--- config.mk ---
export PLATFORM = sky130hd
export DESIGN_NAME = irq_share_ctl
export DESIGN_NICKNAME = d
export VERILOG_FILES = /design/src/rtl/irq_share_pkg.sv /design/src/rtl/irq_flag_bank.sv /design/src/rtl/irq_enable_reg.sv /design/src/rtl/irq_pulse_src.sv /design/src/rtl/irq_hold_src.sv /design/src/rtl/irq_share_ctl.sv
export SDC_FILE = /design/constraint.sdc
export NUM_CORES = 1
export LEC_CHECK = 0
export CAP_MARGIN = 10
export CORE_MARGIN = 10
export CORE_UTILIZATION = 25
export CTS_BUF_LIST = sky130_fd_sc_hd__clkbuf_4
export DETAILED_ROUTE_END_ITERATION = 12
export DONT_BUFFER_PORTS = 1
export GPL_ROUTABILITY_DRIVEN = 0
export GPL_TIMING_DRIVEN = 1
export PLACE_DENSITY = 0.47
export RECOVER_POWER = 25
export SKIP_LAST_GASP = 1
export SLEW_MARGIN = 10
export SYNTH_ARGS = -nofsm -noshare
export SYNTH_HDL_FRONTEND = slang
export SYNTH_HIERARCHICAL = 1
export SYNTH_SLANG_ARGS = --single-unit
--- constraint.sdc ---
create_clock -name clk -period 2.6 [get_ports clk]
set_clock_uncertainty 0.2 [all_clocks]
set_input_delay 0.39 -clock clk [delete_from_list [all_inputs] [get_ports clk]]
set_output_delay 0.39 -clock clk [all_outputs]
set_load 0.01 [all_outputs]
--- src/rtl/irq_share_pkg.sv ---
package irq_share_pkg;

    // Flag positions in the host-visible byte
    localparam int UF_POS = 5;
    localparam int TF_POS = 4;
    localparam int AF_POS = 3;

    // Source indices inside every per-source vector
    localparam int SRC_ALM = 0;
    localparam int SRC_TMR = 1;
    localparam int SRC_UPD = 2;
    localparam int N_SRC   = 3;

    typedef logic [N_SRC-1:0] src_vec_t;

    typedef enum logic [1:0] {
        TSRC_FAST = 2'd0,
        TSRC_SLOW = 2'd1,
        TSRC_SEC  = 2'd2,
        TSRC_MIN  = 2'd3
    } tmr_src_e;

    function automatic int unsigned max2(int unsigned a, int unsigned b);
        return (a > b) ? a : b;
    endfunction

    // Pull the three flag bits out of a register byte
    function automatic src_vec_t pick_flags(logic [7:0] b);
        src_vec_t f;
        f[SRC_UPD] = b[UF_POS];
        f[SRC_TMR] = b[TF_POS];
        f[SRC_ALM] = b[AF_POS];
        return f;
    endfunction

    // Place the three flags into a register byte, other bits zero
    function automatic logic [7:0] place_flags(src_vec_t f);
        logic [7:0] b;
        b = '0;
        b[UF_POS] = f[SRC_UPD];
        b[TF_POS] = f[SRC_TMR];
        b[AF_POS] = f[SRC_ALM];
        return b;
    endfunction

endpackage

--- src/rtl/irq_flag_bank.sv ---
module irq_flag_bank
    import irq_share_pkg::*;
(
    input  logic     clk,
    input  logic     rst,
    input  src_vec_t evt,
    input  logic     wr,
    input  src_vec_t wkeep,
    output src_vec_t flags,
    output logic     alm_clr
);
    src_vec_t clr_hit;

    // A write clears where the data bit is 0; an event in the same cycle wins
    always_comb begin
        clr_hit = wr ? ~wkeep : '0;
        alm_clr = clr_hit[SRC_ALM];
    end

    always_ff @(posedge clk) begin
        if (rst)
            flags <= '0;
        else
            flags <= (flags & ~clr_hit) | evt;
    end
endmodule

--- src/rtl/irq_enable_reg.sv ---
module irq_enable_reg
    import irq_share_pkg::*;
(
    input  logic     clk,
    input  logic     rst,
    input  logic     wr,
    input  src_vec_t wdata,
    output src_vec_t en_q,
    output src_vec_t en_eff
);
    // Value in force during this cycle, including a write arriving now
    assign en_eff = wr ? wdata : en_q;

    always_ff @(posedge clk) begin
        if (rst)
            en_q <= '0;
        else
            en_q <= en_eff;
    end
endmodule

--- src/rtl/irq_pulse_src.sv ---
module irq_pulse_src #(
    parameter int CNT_W = 9
) (
    input  logic             clk,
    input  logic             rst,
    input  logic             tick_en,
    input  logic             fire,
    input  logic             drop,
    input  logic [CNT_W-1:0] len,
    output logic             active
);
    logic [CNT_W-1:0] remain;

    always_ff @(posedge clk) begin
        if (rst)
            remain <= '0;
        else if (fire)
            remain <= len;
        else if (drop)
            remain <= '0;
        else if (tick_en && remain != '0)
            remain <= remain - 1'b1;
    end

    assign active = (remain != '0);
endmodule

--- src/rtl/irq_hold_src.sv ---
module irq_hold_src (
    input  logic clk,
    input  logic rst,
    input  logic fire,
    input  logic clr,
    input  logic drop,
    output logic active
);
    always_ff @(posedge clk) begin
        if (rst)
            active <= 1'b0;
        else if (fire)
            active <= 1'b1;
        else if (clr || drop)
            active <= 1'b0;
    end
endmodule

--- src/rtl/irq_share_ctl.sv ---
module irq_share_ctl
    import irq_share_pkg::*;
#(
    parameter int unsigned UPD_TICKS      = 256,
    parameter int unsigned TMR_FAST_TICKS = 4,
    parameter int unsigned TMR_SLOW_TICKS = 256
) (
    input  logic       clk,
    input  logic       rst,
    input  logic       tick_en,
    input  logic       upd_evt,
    input  logic       tmr_evt,
    input  logic       alm_evt,
    input  logic [1:0] tmr_src,
    input  logic       flag_wr,
    input  logic [7:0] flag_wdata,
    input  logic       en_wr,
    input  logic [2:0] en_wdata,
    output logic [7:0] flag_rdata,
    output logic       irq_drive
);
    localparam int unsigned MAX_TICKS = max2(UPD_TICKS, max2(TMR_FAST_TICKS, TMR_SLOW_TICKS));
    localparam int          CNT_W     = $clog2(MAX_TICKS + 1);

    src_vec_t evt_vec, wkeep, flags, en_q, en_eff, fire, req_vec;
    logic     alm_clr;
    logic     wdata_unused;
    tmr_src_e src_sel;

    always_comb begin
        evt_vec          = '0;
        evt_vec[SRC_UPD] = upd_evt;
        evt_vec[SRC_TMR] = tmr_evt;
        evt_vec[SRC_ALM] = alm_evt;
    end

    assign wkeep        = pick_flags(flag_wdata);
    assign wdata_unused = ^{flag_wdata[7:6], flag_wdata[2:0], en_q};
    assign src_sel      = tmr_src_e'(tmr_src);

    irq_flag_bank u_flags (
        .clk     (clk),
        .rst     (rst),
        .evt     (evt_vec),
        .wr      (flag_wr),
        .wkeep   (wkeep),
        .flags   (flags),
        .alm_clr (alm_clr)
    );

    irq_enable_reg u_en (
        .clk    (clk),
        .rst    (rst),
        .wr     (en_wr),
        .wdata  (en_wdata),
        .en_q   (en_q),
        .en_eff (en_eff)
    );

    assign fire = evt_vec & en_eff;

    for (genvar g = 0; g < N_SRC; g++) begin : g_src
        if (g == SRC_ALM) begin : g_hold
            irq_hold_src u_hold (
                .clk    (clk),
                .rst    (rst),
                .fire   (fire[g]),
                .clr    (alm_clr),
                .drop   (~en_eff[g]),
                .active (req_vec[g])
            );
        end else begin : g_pulse
            logic [CNT_W-1:0] len_g;
            if (g == SRC_UPD) begin : g_len_upd
                assign len_g = CNT_W'(UPD_TICKS);
            end else begin : g_len_tmr
                assign len_g = (src_sel == TSRC_FAST) ? CNT_W'(TMR_FAST_TICKS)
                                                      : CNT_W'(TMR_SLOW_TICKS);
            end
            irq_pulse_src #(.CNT_W(CNT_W)) u_pulse (
                .clk     (clk),
                .rst     (rst),
                .tick_en (tick_en),
                .fire    (fire[g]),
                .drop    (~en_eff[g]),
                .len     (len_g),
                .active  (req_vec[g])
            );
        end
    end

    assign irq_drive  = |req_vec;
    assign flag_rdata = place_flags(flags);
endmodule

## Yosys cells after proc, flatten, opt, wreduce, memory -nomap -nowiden

Index checks and enable logic that the tools add are counted.

- Bits in registers: 25
- Output and inout port bits: 9
- Word-level logic and storage cells: 37

- Equality and inequality tests: 2
- Multiplexer cells: 11
- $add $sub $neg: 2
- Reductions and logical operators: 9
- Bitwise operators: 7

Operators with widths:

| kind | count |
|---|---|
| $mux W9 | 7 |
| $reduce_bool A9 Y1 | 2 |
| $sub A9 B1 Y9 const B | 2 |
| $and A3 B3 Y3 | 2 |
| $mux W3 | 2 |
| $ne A3 B1 Y1 const B | 2 |
| $not A3 Y3 | 2 |
| $reduce_or A3 Y1 | 2 |
| $or A3 B3 Y3 | 1 |
| $logic_and A1 B1 Y1 | 2 |
| $logic_not A2 Y1 | 1 |
| $mux W1 | 2 |
| $not A1 Y1 | 2 |
| $reduce_bool A2 Y1 | 1 |
| $logic_or A1 B1 Y1 | 1 |

## Logic depth before layout (Yosys ltp)

- Depth in word-level cells: 5
- Mapped depth: 7
- Depth with buffers taken out: 6

## Cells and area by module

The synthesis kept the hierarchy.

By module, submodules not included:

| module | area an instance (µm²) | seq. area each (µm²) | times used | cells an instance |
|---|---|---|---|---|
| irq_pulse_src | 631.9 | 180.2 | 2 | 74 |
| irq_flag_bank | 142.6 | 60.1 | 1 | 13 |
| irq_enable_reg | 127.6 | 60.1 | 1 | 9 |
| irq_share_ctl | 91.3 | 0.0 | 1 | 16 |
| irq_hold_src | 37.5 | 20.0 | 1 | 4 |

## Least setup slack after synthesis

Ideal clock, no wire load.

- Path type: input to register
- Start point: in en_wr
- End point: reg g_src[2].g_pulse.u_pulse.remain[6]
- Setup slack: 0.462 ns
- Library setup time: 0.086 ns
- Arrival: 1.852 ns
- Stages on the path: 7
- Path through: mux2_2 > and2_1 > or2_2 > bufbuf_8 > nor2_1 > a221oi_1 > a221oi_2

- Cells in the longest elaborated chain, start to end: 3
- Elaborated cells between the ends (all ways): 4
- Classes of those cells: 1 x mux; 2 x bitwise; 1 x reduce/logical

Ends and longest elaborated chain:

| item | line | source |
|---|---|---|
| start: declaration | irq_share_ctl.sv:17 | `input logic en_wr,` |
| $mux W3 | irq_enable_reg.sv:12 | `assign en_eff = wr ? wdata : en_q;` |
| $and A3 B3 Y3 | irq_share_ctl.sv:60 | `assign fire = evt_vec & en_eff;` |
| net fire[2] | irq_share_ctl.sv:25 | `src_vec_t evt_vec, wkeep, flags, en_q, en_eff, fire, req_vec;` |
| $reduce_or A3 Y1 (no line) | -- |  |
| end signal: assignment | irq_pulse_src.sv:18 | `remain <= len;` |
| end signal: assignment | irq_pulse_src.sv:22 | `remain <= remain - 1'b1;` |
| end: declaration | irq_pulse_src.sv:12 | `logic [CNT_W-1:0] remain;` |

The timed path passes the listed nets, and every way through them passes these cells.
A chain may end at the register's enable or synchronous reset.

## Final worst setup path

- Start point: reg g_src[2].g_pulse.u_pulse.remain[0]
- End point: out irq_drive

- Cells in the longest elaborated chain, start to end: 2

Ends and longest elaborated chain:

| item | line | source |
|---|---|---|
| $reduce_bool A9 Y1 | irq_pulse_src.sv:25 | `assign active = (remain != '0);` |
| net req_vec[2] | irq_share_ctl.sv:25 |  |
| $reduce_or A3 Y1 | irq_share_ctl.sv:92 | `assign irq_drive = \|req_vec;` |
| end: declaration | irq_share_ctl.sv:20 | `output logic irq_drive` |

The timed path passes the listed nets, and every way through them passes these cells.

==> impl_metrics.ini <==
[critical_path]
crit_slowest_cell = or3_1
arrival_ns = 1.84
critPathRequiredTime_ns = 2.01
timing.rr.start = g_src[2].g_pulse.u_pulse/remain[0]$_SDFFE_PP0P_
critical_path.top_delay_family = simple AND/OR/NAND/NOR gates
path_class = flip-flop to primary output
slowest_delay_ns = 0.40
crit_path_start_kind = flip-flop
cp_cell_sequence = inv_1, ha_1, nor4b_2, nand2_1, or3_1
crit_fanout = 5
crit_path_end_kind = primary output
critPathBufInv = 1
r2r_slack_ns = 0.36
worstReg2RegEnd = g_src[2].g_pulse.u_pulse/remain[6]$_SDFFE_PP0P_
r2r_cells = 6

[floorplan]
start_util = 0.259
die_area_um2 = 10300
coreArea_um2 = 6420
io_pins = 30
die_height_um = 102
std_cell_rows = 29
die_w_um = 102

[timing]
hold_viol_final = 0
fin_ws_ns = 0.171
rsz0062_at_grt = no
max_freq_ghz = 0.412
worst_pin_slew_ns = 1.04
fin_tns_setup_ns = 0
drv_slew = 0
min_period_ns = 2.43
setup_viol = 0
post-route-period-util = 0.934
relSlewSlack = 0.303

[clocking]
clockRootBuffer = clkbuf_4
cts.sinks = 25
h-tree-depth = 1
post_cts_buffers = 0
cts_tree = yes
clkTransAtPathRegs_ns = 0.16
numCtsBuffers = 3
clkLatencyLatePin_ns = 0.32
cts.path.max_buffers = 2

[placement]
io_buffers = 0
dp_slack_ns = 0.399
place_hpwl_um = 3020
placed_cells = 279

[hold_path]
min_from = flag_wdata[3]
whs_path_depth = 2
whs_endpoint = u_flags/flags[0]$_SDFF_PP0_
min_path_type = primary input to flip-flop

[outcome]
status = complete, no violations

[yosys]
ys_types = 45
ys_warn_count = 6
syn_area_per_cell_um2 = 8.75
syn_area_um2 = 1660
synth-seq-cells = 25
yosysSeqAreaShare = 0.301
synth_cells = 190
synth-simple-area-share = 0.301
synth_fa_ha_area_frac = 0.0150
synth-async-reset-ratio = 0
synth_compound_area_frac = 0.243
synthXorXnorAreaFrac = 0
yosys_most_used_dff = dfxtp_1
synth_top_family_by_area = simple AND/OR/NAND/NOR gates
synthMuxAreaShare = 0.0248
synth_edf_count = 0

[grt]
use_met2 = 0.133
grt_pass1_wl_um = 6940
grt_use_total = 0.0825
grt_util_met3 = 0.0204
grt_antenna_before_repair = 0
overflow = 0
grt_pass1_vias = 1385
grt_max_degree = 24
grt_use_met1 = 0.103
top_usage_layer = met2

[run]
drv_cap = 0

[power]
p_leak_nw = 0.692
powerDensity_nw_per_um2 = 541
peakVddDrop_v = 0.000223

[route]
drc_errors = 0
vias = 1426
vias_per_cell = 4.95
wl_um = 4280
drtIter0Drc = 61
post_drt_wl_per_cell_um = 14.9
antenna_left = 0
dr.pass1.iters = 4

[final_layout]
mostFrequentLayoutCells = 25 x dfxtp_1, 21 x conb_1, 17 x nor3_1
layout-drive-gt1-share = 0.156
fill_cells = 674
nNetsFinal = 235
n_antenna_cell = 0
syn_to_final_growth_pct = 10.4
fin_cells = 288
final_common_cell = dfxtp_1
final_util = 0.286
-- Yosys cell counts (3+ instances only) --
cell type | number | area (µm²)
nor3b_1 | 6 | 45.0
a21oi_1 | 9 | 45.0
a211oi_1 | 6 | 45.0
and2_1 | 3 | 18.8
buf_6 | 4 | 45.0
a221oi_1 | 6 | 52.6
or2_2 | 3 | 18.8
nor3_1 | 16 | 80.1
nand2_1 | 12 | 45.0
buf_4 | 5 | 37.5
o31ai_1 | 4 | 30.0
inv_1 | 15 | 56.3
nand3_1 | 4 | 20.0
dfxtp_1 | 25 | 500
nor4_1 | 4 | 25.0
nor2_1 | 15 | 56.3
-- power by group --
part | internal, W | switching (W) | leakage (nW)
Sequential | 0.000418 | 0.0000454 | 0.206
Clock | 0.0000703 | 0.000126 | 0.0184
Combinational | 0.000151 | 0.000183 | 0.468
Total | 0.000639 | 0.000354 | 0.692
-- registers in the layout, indices dropped and copies added (netlist names) --
signal                        cells
u_flags/flags                     3
u_en/en_q                         3
g_src.g_hold.u_hold/active        1
g_src.g_pulse.u_pulse/remain     18
-- worst max path at each step --
stage	start	to	slack [ns]	cells after the start
floorplan	en_wr	g_src[2].g_pulse.u_pulse/remain[6]$_SDFFE_PP0P_	0.46	7
global placement	g_src[1].g_pulse.u_pulse/remain[0]$_SDFFE_PP0P_	irq_drive	0.36	5
detailed placement	g_src[1].g_pulse.u_pulse/remain[0]$_SDFFE_PP0P_	g_src[1].g_pulse.u_pulse/remain[7]$_SDFFE_PP0P_	0.40	6
CTS	g_src[1].g_pulse.u_pulse/remain[0]$_SDFFE_PP0P_	irq_drive	0.02	5
global route	g_src[1].g_pulse.u_pulse/remain[0]$_SDFFE_PP0P_	irq_drive	0.05	5
finish	g_src[2].g_pulse.u_pulse/remain[0]$_SDFFE_PP0P_	irq_drive	0.17	5
-- cells by family after synthesis --
family,after synthesis
simple gates,84
flops,25
compound gates,46
buf+inv,28
fa+ha+maj,2
other cells,2
mux,3
-- per-stage QoR --
stage,hold WS [ns],cell area [µm²],total power (W)
6_report,0.0280,1840,0.000993
5_1_grt,0.00549,1840,0.00106
4_1_cts,0.00247,1820,0.000999
3_5_place_dp,0.260,1750,0.000787
3_3_place_gp,0.259,1750,0.000787
2_1_floorplan,0.254,1730,0.000738
-- what timing repair did --
action / 4_1_cts / 5_1_grt
hold endpoints to repair: 23 / 1
setup endpoints to repair: 0 / 1
resized for setup: 0 / 2
hold buffers: 4 / 1
-- routing by layer --
layer / up-vias / share of wire
met2: 33 / 0.46
met1: 669 / 0.48
met3: 2 / 0.050
met4: 0 / 0.011
li1: 722 / -
met5: - / 0
-- cell type report --
type / instances / area, µm² / share of cell area
Multi-Input combinational cell: 156 / 1060 / 0.576
Sequential cell: 25 / 500 / 0.273
Tap cell: 77 / 96.3 / 0.0525
Timing Repair Buffer: 11 / 95.1 / 0.0518
Inverter: 15 / 56.3 / 0.0307
Clock buffer: 4 / 30.0 / 0.0164
No activity file was read; power rests on OpenSTA's default activity.
